==> config.mk <==
export PLATFORM = sky130hd
export DESIGN_NAME = wb_slot_alloc
export DESIGN_NICKNAME = d
export VERILOG_FILES = /design/src/rtl/wbs_pkg.sv /design/src/rtl/wbs_finder.sv /design/src/rtl/wbs_row.sv /design/src/rtl/wb_slot_alloc.sv
export SDC_FILE = /design/constraint.sdc
export NUM_CORES = 1
export LEC_CHECK = 0
export ABC_AREA = 0
export CELL_PAD_IN_SITES_DETAIL_PLACEMENT = 1
export CELL_PAD_IN_SITES_GLOBAL_PLACEMENT = 1
export CORE_AREA = 2 2 159 161
export DETAILED_ROUTE_END_ITERATION = 10
export DIE_AREA = 0 0 161 163
export DONT_BUFFER_PORTS = 1
export GPL_ROUTABILITY_DRIVEN = 0
export PLACE_DENSITY = 0.95
export SETUP_SLACK_MARGIN = 0.3
export SLEW_MARGIN = 25
export SYNTH_ARGS = -nofsm -noshare
export SYNTH_HDL_FRONTEND = slang
export SYNTH_SLANG_ARGS = --single-unit
==> constraint.sdc <==
create_clock -name clk -period 4.9 [get_ports clk]
set_input_delay 0.49 -clock clk [delete_from_list [all_inputs] [get_ports clk]]
set_output_delay 0.49 -clock clk [all_outputs]
set_load 0.005 [all_outputs]
==> src/rtl/wbs_pkg.sv <==
package wbs_pkg;

    localparam int unsigned DEF_ROWS  = 5;
    localparam int unsigned DEF_SLOTS = 4;
    localparam int unsigned DEF_LANES = 2;
    localparam int unsigned DEF_TAG_W = 8;

    // Width of a counter that must hold the values 0..n
    function automatic int unsigned count_width(input int unsigned n);
        return (n < 1) ? 1 : $clog2(n + 1);
    endfunction

    // Per-lane search result
    typedef enum logic [1:0] {
        LANE_IDLE   = 2'd0,
        LANE_PLACED = 2'd1,
        LANE_DROPPED = 2'd2
    } lane_state_e;

endpackage

==> src/rtl/wbs_finder.sv <==
module wbs_finder #(
    parameter int unsigned N     = 20,
    parameter int unsigned LANES = 2
) (
    input  logic [N-1:0]            occ_i,
    input  logic [LANES-1:0]        want_i,
    output logic [LANES-1:0][N-1:0] pick_o,
    output logic [LANES-1:0]        miss_o
);
    import wbs_pkg::*;

    logic [N-1:0]                taken;
    logic                        found;
    lane_state_e [LANES-1:0]     state;

    // Lanes in ascending order; each one claims the lowest free slot left
    always_comb begin
        taken  = occ_i;
        pick_o = '0;
        state  = '{default: LANE_IDLE};
        for (int l = 0; l < LANES; l++) begin
            found = 1'b0;
            if (want_i[l]) begin
                for (int i = 0; i < N; i++) begin
                    if (!found && !taken[i]) begin
                        pick_o[l][i] = 1'b1;
                        found        = 1'b1;
                    end
                end
                state[l] = found ? LANE_PLACED : LANE_DROPPED;
            end
            taken = taken | pick_o[l];
        end
    end

    always_comb begin
        for (int l = 0; l < LANES; l++) begin
            miss_o[l] = (state[l] == LANE_DROPPED);
        end
    end

endmodule

==> src/rtl/wbs_row.sv <==
module wbs_row #(
    parameter int unsigned SLOTS = 4,
    parameter int unsigned TAG_W = 8,
    parameter int unsigned LANES = 2,
    parameter int unsigned CNT_W = 3
) (
    input  logic                              clk,
    input  logic                              rst,
    input  logic                              advance_i,
    input  logic [LANES-1:0][SLOTS-1:0]       pick_i,
    input  logic [LANES-1:0][TAG_W-1:0]       tag_i,
    input  logic [SLOTS-1:0]                  up_mask_i,
    input  logic [SLOTS-1:0][TAG_W-1:0]       up_tags_i,
    input  logic [CNT_W-1:0]                  up_cnt_i,
    output logic [SLOTS-1:0]                  occ_o,
    output logic [SLOTS-1:0]                  mrg_mask_o,
    output logic [SLOTS-1:0][TAG_W-1:0]       mrg_tags_o,
    output logic [CNT_W-1:0]                  mrg_cnt_o
);
    logic [SLOTS-1:0]            mask_q;
    logic [SLOTS-1:0][TAG_W-1:0] tags_q;
    logic [CNT_W-1:0]            cnt_q;

    assign occ_o = mask_q;

    // Merge this cycle's placements into the stored row
    always_comb begin
        mrg_mask_o = mask_q;
        mrg_tags_o = tags_q;
        mrg_cnt_o  = cnt_q;
        for (int l = 0; l < LANES; l++) begin
            if (|pick_i[l]) begin
                mrg_cnt_o = mrg_cnt_o + CNT_W'(1);
            end
            for (int s = 0; s < SLOTS; s++) begin
                if (pick_i[l][s]) begin
                    mrg_mask_o[s] = 1'b1;
                    mrg_tags_o[s] = tag_i[l];
                end
            end
        end
    end

    always_ff @(posedge clk) begin
        if (rst) begin
            mask_q <= '0;
            tags_q <= '0;
            cnt_q  <= '0;
        end else if (advance_i) begin
            mask_q <= up_mask_i;
            tags_q <= up_tags_i;
            cnt_q  <= up_cnt_i;
        end else begin
            mask_q <= mrg_mask_o;
            tags_q <= mrg_tags_o;
            cnt_q  <= mrg_cnt_o;
        end
    end

endmodule

==> src/rtl/wb_slot_alloc.sv <==
module wb_slot_alloc #(
    parameter int unsigned ROWS  = wbs_pkg::DEF_ROWS,
    parameter int unsigned SLOTS = wbs_pkg::DEF_SLOTS,
    parameter int unsigned LANES = wbs_pkg::DEF_LANES,
    parameter int unsigned TAG_W = wbs_pkg::DEF_TAG_W,
    localparam int unsigned CNT_W = wbs_pkg::count_width(SLOTS)
) (
    input  logic                     clk,
    input  logic                     rst,
    input  logic [LANES-1:0]         req_valid_i,
    input  logic [LANES*TAG_W-1:0]   req_tag_i,
    input  logic                     advance_i,
    output logic                     wb_valid_o,
    output logic [SLOTS-1:0]         wb_mask_o,
    output logic [SLOTS*TAG_W-1:0]   wb_tags_o,
    output logic [CNT_W-1:0]         wb_count_o,
    output logic [LANES-1:0]         overflow_o
);
    localparam int unsigned N = ROWS * SLOTS;

    logic [LANES-1:0][TAG_W-1:0]          lane_tag;
    logic [ROWS-1:0][SLOTS-1:0]           occ;
    logic [N-1:0]                         occ_flat;
    logic [LANES-1:0][N-1:0]              pick;
    logic [LANES-1:0]                     miss;
    logic [ROWS-1:0][LANES-1:0][SLOTS-1:0] row_pick;
    logic [ROWS-1:0][SLOTS-1:0]           m_mask;
    logic [ROWS-1:0][SLOTS-1:0][TAG_W-1:0] m_tags;
    logic [ROWS-1:0][CNT_W-1:0]           m_cnt;

    assign lane_tag = req_tag_i;
    assign occ_flat = occ;

    wbs_finder #(.N(N), .LANES(LANES)) u_find (
        .occ_i  (occ_flat),
        .want_i (req_valid_i),
        .pick_o (pick),
        .miss_o (miss)
    );

    for (genvar r = 0; r < ROWS; r++) begin : g_row
        logic [SLOTS-1:0]            up_mask;
        logic [SLOTS-1:0][TAG_W-1:0] up_tags;
        logic [CNT_W-1:0]            up_cnt;

        for (genvar l = 0; l < LANES; l++) begin : g_lane
            assign row_pick[r][l] = pick[l][r*SLOTS +: SLOTS];
        end

        if (r == ROWS - 1) begin : g_tail
            assign up_mask = '0;
            assign up_tags = '0;
            assign up_cnt  = '0;
        end else begin : g_mid
            assign up_mask = m_mask[r+1];
            assign up_tags = m_tags[r+1];
            assign up_cnt  = m_cnt[r+1];
        end

        wbs_row #(.SLOTS(SLOTS), .TAG_W(TAG_W), .LANES(LANES), .CNT_W(CNT_W)) u_row (
            .clk        (clk),
            .rst        (rst),
            .advance_i  (advance_i),
            .pick_i     (row_pick[r]),
            .tag_i      (lane_tag),
            .up_mask_i  (up_mask),
            .up_tags_i  (up_tags),
            .up_cnt_i   (up_cnt),
            .occ_o      (occ[r]),
            .mrg_mask_o (m_mask[r]),
            .mrg_tags_o (m_tags[r]),
            .mrg_cnt_o  (m_cnt[r])
        );
    end

    always_ff @(posedge clk) begin
        if (rst) begin
            wb_valid_o <= 1'b0;
            wb_mask_o  <= '0;
            wb_tags_o  <= '0;
            wb_count_o <= '0;
            overflow_o <= '0;
        end else begin
            wb_valid_o <= advance_i;
            overflow_o <= miss;
            if (advance_i) begin
                wb_mask_o  <= m_mask[0];
                wb_tags_o  <= m_tags[0];
                wb_count_o <= m_cnt[0];
            end
        end
    end

endmodule

==> insert_results.sql <==
INSERT INTO impl_metrics (metric_group, metric, value, unit) VALUES
('outcome', 'outcome', 'completed', ''),
('synth', 'synthesis.nets', '1527', ''),
('synth', 'post_synthesis_cell_type_with_the_largest_combined_area', 'dfxtp_1', ''),
('sta', 'worst_slew_pin_slew', '1.10', 'ns'),
('grt', 'maximum_number_of_pins_on_one_net_before_global_route_repair', '93', ''),
('drt', 'wire_per_inst', '28.8', 'um'),
('floorplanning', 'ioPinCount', '63', ''),
('grt', 'wire_length_of_the_first_global_routing_pass', '76300', 'um'),
('sta', 'setup_repair_after_global_routing_missed_its_margin', 'false', ''),
('power', 'p_seq_share', '45.7', '%'),
('worst_setup_path', 'rr_startpoint', 'g_row[1].u_row.occ_o[2]', ''),
('synth', 'synthMostInstantiatedCell', 'dfxtp_1', ''),
('floorplanning', 'die_x', '161', 'um'),
('worst_setup_path', 'worst_setup_path_startpoint', 'g_row[1].u_row.occ_o[2]', ''),
('worst_setup_path', 'arrival', '4.60', 'ns'),
('power', 'cellInternalPower', '3.30', 'mW'),
('worst_setup_path', 'worstSetupEndpointType', 'flip-flop', ''),
('sta', 'post-route-worst-setup-slack', '0.783', 'ns'),
('clock_network', 'cts.reportedPaths.clkPinSlew', '0.07', 'ns'),
('placement', 'port_buffers', '0', ''),
('power', 'p_leak', '5.36', 'nW'),
('sta', 'final-hold-violation-count', '0', ''),
('floorplanning', 'starting_density', '51.7', '%'),
('clock_network', 'cts.path.max_buffers', '3', ''),
('floorplanning', 'std_cell_rows', '58', ''),
('synth', 'synth_top_area_share', '37.2', '%'),
('grt', 'groute.usage.overall', '37.0', '%'),
('synth', 'postSynthRegisterBits', '237', ''),
('placement', 'dp.final_hpwl', '29100', 'um'),
('hold_path', 'holdCritStartpoint', 'rst', ''),
('synth', 'simple_gate_share_of_the_synthesized_area', '16.4', '%'),
('synth', 'post_synth_mux_area_share', '19.5', '%'),
('synth', 'synth-adder-area-share', '1.61', '%'),
('power', 'total_power', '4.39', 'mW'),
('hold_path', 'hold_path.class', 'in -> reg', ''),
('worst_setup_path', 'worst-path-max-fanout', '17', ''),
('grt', 'antenna_found_initial', '2', ''),
('power', 'p_sw', '1.10', 'mW'),
('cells_and_area', 'post_route_cells_drive_above_1_share', '10.5', '%'),
('clock_network', 'clock-root-buffer', 'clkbuf_16', ''),
('worst_setup_path', 'worst_ep_required_time', '5.38', 'ns'),
('clock_network', 'tritoncts_clock_tree', 'built', ''),
('power', 'comb_power_share', '5.9', '%'),
('drt', 'final_antenna_net_count', '0', ''),
('cells_and_area', 'nNetsFinal', '1426', ''),
('sta', 'fin_setup_tns', '0', 'ns'),
('synth', 'post_synth_inst_count', '1496', ''),
('worst_setup_path', 'worstSetupPathType', 'reg -> reg', ''),
('synth', 'yosysUniqueCellTypes', '68', ''),
('clock_network', 'clock_sinks', '237', ''),
('drt', 'drt_pre_antenna_iters', '5', ''),
('drt', 'vias', '12500', ''),
('synth', 'synth_enable_flop_cells', '0', ''),
('power', 'power.share.switching', '24.9', '%'),
('synth', 'synth_top_family_by_area', 'multiplexers', ''),
('sta', 'timing.final.setup_violations', '0', ''),
('synth', 'synth-compound-area-share', '18.1', '%'),
('clock_network', 'numCtsBuffers', '25', ''),
('flow_run', 'max-cap-violations', '0', ''),
('sta', 'whs', '0.000144', 'ns'),
('sta', 'final_count_of_pins_violating_max_slew', '0', ''),
('clock_network', 'htree_levels', '1', ''),
('drt', 'drt-vias-per-instance', '7.17', ''),
('grt', 'grt_pass1_vias', '13400', ''),
('power', 'vdd.ir_drop.worst', '0.294', 'mV'),
('synth', 'postSynth.asyncResetShare', '0', '%'),
('worst_setup_path', 'crit_path_start_kind', 'flip-flop', ''),
('sta', 'clock_skew', '0.0320', 'ns'),
('drt', 'drtIter0Drc', '1585', ''),
('drt', 'postRouteWirelength', '50200', 'um'),
('floorplanning', 'die_height', '163', 'um');
-- through the flow --
stage	cell area (um2)	std cells	utilization, %
after floorplan	12800	1496	-
after global placement	12800	1698	52.0
after detailed placement	12800	1698	52.0
after CTS	13700	1744	55.7
after global routing	13700	1744	55.7
final	13700	1745	55.7
-- final timing paths --
path / depth (start not counted) / slack, ns / to
worst max register to register: 8 / 0.78 / g_row[4].u_row.tags_q[8]
worst min-delay path: 1 / 0.0001 / g_row[2].u_row.tags_q[11]
worst max-delay path: 8 / 0.78 / g_row[4].u_row.tags_q[8]
worst min register to register: 2 / 0.49 / wb_tags_o[13]
-- metal layers --
metal  up-vias  track usage, %  wire (um)
met2       884            61.3      23300
met5         -               0         11
li1       5234               -          -
met4         2            25.2       3750
met3       343            8.12       5050
met1      6041            42.9      18100
-- worst max-delay path, stage by stage, from the launching register on --
cell	delay (ns)
dfxtp_1	0.75
nand3_1	0.46
nor3_2	0.61
a311oi_1	0.38
nand2b_1	0.24
buf_4	0.21
nor4_4	0.84
mux2_2	0.44
nor2_1	0.12
-- cells in the final DEF, fill, tap and decap left out, types with 5 or more instances in the layout --
cell       count
o211ai_1      11
nand4_1       12
o22ai_1       68
or3_1         13
a211oi_1      26
o221ai_1       9
nand3_1       52
o311ai_0       8
a22oi_1        9
a22o_1         9
xor2_1        11
a21o_1         5
maj3_1         8
ha_1          10
nor4_1         8
dfxtp_1      237
nor2_1       148
nor3_1        19
inv_1         15
and3_1        10
clkbuf_8       6
nor4_2         7
and2_1        11
o31ai_1        6
o22a_1         8
xnor2_1       18
or4_1         11
clkbuf_16     25
a21oi_1       74
nand2_1      116
mux2i_1      198
mux2_2        44
o211a_1        9
a31oi_1        9
buf_4         26
o21ai_0       83
-- logic make-up after synthesis --
group / count (synthesis)
AND/OR/NAND/NOR: 440
AO/OA/AOI/OAI: 358
multiplexers: 243
flip-flops: 237
buffers and inverters: 171
XOR/XNOR: 29
adder cells (fa/ha/maj): 18
-- state kept, by name, indices dropped and copies added, names as in the netlist --
signal              flops
g_row.u_row.cnt_q      15
g_row.u_row.occ_o      20
g_row.u_row.tags_q    160
overflow_o              2
wb_count_o              3
wb_mask_o               4
wb_tags_o              32
wb_valid_o              1
-- cell type report --
class                   count  area [um2]
diodes                      1        2.50
clock inverters            13         195
repair buffers             26         195
well taps                 330         413
fillers                  2806       10900
inverters                  17        63.8
flip-flops and latches    237        4740
clock buffers              33         716
multi-input cells        1088        7420
-- power by group through the flow --
stage / Sequential [mW] / Combinational, mW / Clock, mW
global placement: 2.05 / 0.222 / 0
CTS: 2.01 / 0.248 / 2.13
finish: 2.01 / 0.258 / 2.13
floorplan: 2.03 / 0.239 / 0
global route: 2.01 / 0.272 / 2.19
detailed placement: 2.05 / 0.237 / 0
(Power assumes the default switching activity.)
